<file path="src/rtl/wm_pkg.sv">
package wm_pkg;

    // Tap masks for maximal-length Fibonacci polynomials; bit k set means
    // state bit k feeds the XOR. Zero marks an unsupported width.
    function automatic logic [63:0] tap_mask(input int w);
        logic [63:0] m;
        case (w)
            8:       m = 64'h0000_0000_0000_00B8;
            16:      m = 64'h0000_0000_0000_D008;
            24:      m = 64'h0000_0000_00E1_0000;
            32:      m = 64'h0000_0000_8020_0003;
            default: m = 64'h0;
        endcase
        return m;
    endfunction

    // Alternating pattern with a 1 in bit w-1 (w even).
    function automatic logic [63:0] alt_pattern(input int w);
        logic [63:0] p;
        p = '0;
        for (int i = 0; i < 64; i++) begin
            if (i < w) p[i] = ((i % 2) == ((w - 1) % 2));
        end
        return p;
    endfunction

    typedef enum logic [1:0] {
        WM_HOLD  = 2'd0,
        WM_IDLE  = 2'd1,
        WM_SHIFT = 2'd2
    } wm_act_e;

    typedef struct packed {
        logic advance;
        logic rotate;
    } wm_ctl_t;

endpackage

</file>
<file path="src/rtl/wm_ctrl.sv">
module wm_ctrl
    import wm_pkg::*;
(
    input  logic    en,
    input  logic    seq_bit,
    output wm_ctl_t ctl
);
    wm_act_e act;

    always_comb begin
        if (!en)          act = WM_HOLD;
        else if (seq_bit) act = WM_SHIFT;
        else              act = WM_IDLE;
    end

    always_comb begin
        ctl.advance = (act != WM_HOLD);
        ctl.rotate  = (act == WM_SHIFT);
    end
endmodule

</file>
<file path="src/rtl/wm_seq_gen.sv">
module wm_seq_gen
    import wm_pkg::*;
#(
    parameter int               SEQ_W = 16,
    parameter logic [SEQ_W-1:0] SEED  = 16'hACE1
) (
    input  logic             clk,
    input  logic             rst,
    input  logic             advance,
    output logic [SEQ_W-1:0] state_q,
    output logic             out_bit
);
    localparam logic [63:0]      TAPS64 = tap_mask(SEQ_W);
    localparam logic [SEQ_W-1:0] TAPS   = TAPS64[SEQ_W-1:0];

    generate
        if (TAPS64 == 64'h0) begin : g_bad_width
            $error("wm_seq_gen: unsupported SEQ_W");
        end
        if (SEED == '0) begin : g_bad_seed
            $error("wm_seq_gen: seed must be nonzero");
        end
    endgenerate

    logic fb;
    assign fb      = ^(state_q & TAPS);
    assign out_bit = state_q[SEQ_W-1];

    always_ff @(posedge clk) begin
        if (rst)          state_q <= SEED;
        else if (advance) state_q <= {state_q[SEQ_W-2:0], fb};
    end
endmodule

</file>
<file path="src/rtl/wm_leak_reg.sv">
module wm_leak_reg
    import wm_pkg::*;
#(
    parameter int LEAK_W = 16
) (
    input  logic              clk,
    input  logic              rst,
    input  logic              rotate,
    output logic [LEAK_W-1:0] q
);
    localparam logic [63:0]       PAT64 = alt_pattern(LEAK_W);
    localparam logic [LEAK_W-1:0] PAT   = PAT64[LEAK_W-1:0];

    generate
        if (!(LEAK_W == 16 || LEAK_W == 32 || LEAK_W == 64)) begin : g_bad_width
            $error("wm_leak_reg: LEAK_W must be 16, 32 or 64");
        end
    endgenerate

    always_ff @(posedge clk) begin
        if (rst)         q <= PAT;
        else if (rotate) q <= {q[LEAK_W-2:0], q[LEAK_W-1]};
    end
endmodule

</file>
<file path="src/rtl/wm_power_mark.sv">
module wm_power_mark
    import wm_pkg::*;
#(
    parameter int               SEQ_W  = 16,
    parameter int               LEAK_W = 16,
    parameter logic [SEQ_W-1:0] SEED   = 16'hACE1
) (
    input  logic              clk,
    input  logic              rst,
    input  logic              en,
    output logic              seq_bit,
    output logic [LEAK_W-1:0] leak_q
);
    wm_ctl_t          ctl;
    logic [SEQ_W-1:0] seq_state;

    wm_seq_gen #(.SEQ_W(SEQ_W), .SEED(SEED)) u_seq (
        .clk     (clk),
        .rst     (rst),
        .advance (ctl.advance),
        .state_q (seq_state),
        .out_bit (seq_bit)
    );

    wm_ctrl u_ctrl (
        .en      (en),
        .seq_bit (seq_bit),
        .ctl     (ctl)
    );

    wm_leak_reg #(.LEAK_W(LEAK_W)) u_leak (
        .clk    (clk),
        .rst    (rst),
        .rotate (ctl.rotate),
        .q      (leak_q)
    );
endmodule

</file>
<file path="config.mk">
export PLATFORM = sky130hd
export DESIGN_NAME = wm_power_mark
export DESIGN_NICKNAME = d
export VERILOG_FILES = /design/src/rtl/wm_pkg.sv /design/src/rtl/wm_ctrl.sv /design/src/rtl/wm_seq_gen.sv /design/src/rtl/wm_leak_reg.sv /design/src/rtl/wm_power_mark.sv
export SDC_FILE = /design/constraint.sdc
export NUM_CORES = 1
export LEC_CHECK = 0
export ABC_AREA = 1
export CAP_MARGIN = 10
export CORE_UTILIZATION = 48
export DETAILED_ROUTE_END_ITERATION = 10
export DONT_BUFFER_PORTS = 1
export SYNTH_ARGS = -nofsm -noshare
export SYNTH_HDL_FRONTEND = slang
export SYNTH_HIERARCHICAL = 1
export SYNTH_SLANG_ARGS = --single-unit
</file>
<file path="constraint.sdc">
create_clock -name clk -period 1.15 [get_ports clk]
set_input_delay 0.115 -clock clk [delete_from_list [all_inputs] [get_ports clk]]
set_output_delay 0.115 -clock clk [all_outputs]
set_load 0.01 [all_outputs]
</file>
==> flow_summary.ini <==
[run_status]
status = finished, final reports clean

[timing]
period_minus_slack_ns = 0.9883
setup_viol = 0
skew_ns = 0.001920
max_freq_ghz = 1.012
worst_pin_slew_ns = 0.4766
finalHoldViolCount = 0
slew_headroom = 0.6812
final.setup.tns_ns = 0
rsz0062_at_grt = no
slew_viol_final = 0
min_period_over_period = 0.8594

[global_route]
grt_pass1_vias = 809
grt_pass1_wl_um = 3512
grt_overflow_total = 0
grt_antenna_before_repair = 0
track_usage = 0.1747
grt_max_degree = 19

[pwr]
clkPwrFrac = 0.294
vdd_drop_max_mv = 1.018
switching_share = 0.2719
power_frac_comb = 0.119
p_per_area_nw_per_um2 = 1622
p_int_uw = 1608
p_total_uw = 2209
leakage_uw = 0.0006770
p_seq_frac = 0.587
p_sw_uw = 600.6

[placement]
portBuffers = 0
post_dp_cell_area_um2 = 1272
gp_congestion = 0.6811
dp_cells = 195
hpwl_um = 1475

[clock_network]
cts_setup_buffers = 0
ctsHtreeMaxLevel = 2
cts_tree = built
root_buffer = clkbuf_4
cts.sinks = 32
cts_made_buffers = 5
path_clk_slew_ns = 0.09
cts.path.max_buffers = 2
clk_latency_ns = 0.31

[setup_path]
required_ns = 1.40
crit_arrival_ns = 1.24
critical_path_class = primary input to flop
cp-end-kind = flop
start_kind = primary input
critPathMaxFanout = 14

[cells_and_area]
n_antenna_cell = 0
final_cell_mix = nand2_1, dfxtp_1, nor2_1
regArea_um2 = 640.6
layout_commonest_cell = nand2_1
nets = 178
drive_above_1_share = 0.1250
fillers = 253
multi_input_area_um2 = 490.5
syn_to_final_growth_pct = 6.563
stdcell_count = 206
stdcell_area_um2 = 1361

[synthesis]
yosys_warnings = 6
synthCells = 170
syn_area_um2 = 1277
syn_nets = 173
synth_area_per_cell_um2 = 7.515

[floorplan]
fp.dieArea_um2 = 2872
coreArea_um2 = 2500
start_util = 0.5110
rows = 18
top_level_ports = 20
dieHeight_um = 53.59
die_w_um = 53.59

[flow_run]
drv_cap = 0

[drt]
drtPass1Iterations = 4
drt-initial-drc-count = 14
drc_errors = 0
postRouteAntennaNets = 0
viasPerCell = 4.854
vias = 1000
drt-total-wl_um = 2224
wl_per_cell_um = 10.80

[min_path]
hold_class = primary input to flop
## what timing repair did
| item | in CTS | in global routing |
|---|---|---|
| hold endpoints to repair | 12 | 2 |
| gates resized for setup | 0 | 0 |
| hold buffers | 2 | 1 |
## layout make-up
| cell class | count | area share |
|---|---|---|
| clock buffer | 8 | 0.04320 |
| multi-input combinational | 113 | 0.3603 |
| inverter | 17 | 0.05055 |
| sequential | 32 | 0.4706 |
| tap | 30 | 0.02757 |
| timing repair buffer | 6 | 0.04779 |
## routing by layer
| layer | GRT usage | vias up | wire length [um] |
|---|---|---|---|
| met3 | 0.06780 | 2 | 111 |
| li1 | - | 533 | - |
| met2 | 0.2417 | 20 | 938 |
| met5 | 0 | - | 0 |
| met1 | 0.2373 | 445 | 1158 |
| met4 | 0.07895 | 0 | 15 |
## critical path, cell delays in order
cell           delay, ns
dlygate4sd3_1       0.83
o21ai_0             0.16
a21oi_1             0.13
## stage by stage
step                hold WS [ns]  utilization  worst slack (ns)
global route             0.08281       0.5445           0.04941
global placement          0.2123       0.5090            0.2649
detailed placement        0.2176       0.5090            0.2318
finish                   0.08495       0.5445            0.1617
CTS                     0.005086       0.5405            0.1862
floorplan                 0.2108            -            0.1596
## sequential cells by signal (all words and copies together), names as in the netlist
name	count
u_leak/q	16
u_seq/state_q	16
## worst paths after layout
path	from	endpoint	slack (ns)	cells past startpoint
worst max-delay path	en	u_seq/state_q[4]	0.16	3
worst max register to register	u_seq/state_q[15]	u_seq/state_q[0]	0.21	7
worst min register to register	u_seq/state_q[10]	u_seq/state_q[10]	0.46	2
worst min-delay path	en	u_seq/state_q[12]	0.08	2
## power by group through the flow
stage | Sequential [uW] | Clock (uW) | Combinational, uW
final | 1300 | 650 | 262
after global routing | 1310 | 740 | 304
after CTS | 1300 | 680 | 260
after detailed placement | 1320 | 0 | 246
after global placement | 1320 | 0 | 236
after floorplan | 1310 | 0 | 226
Power figures use the tool's default switching activity.
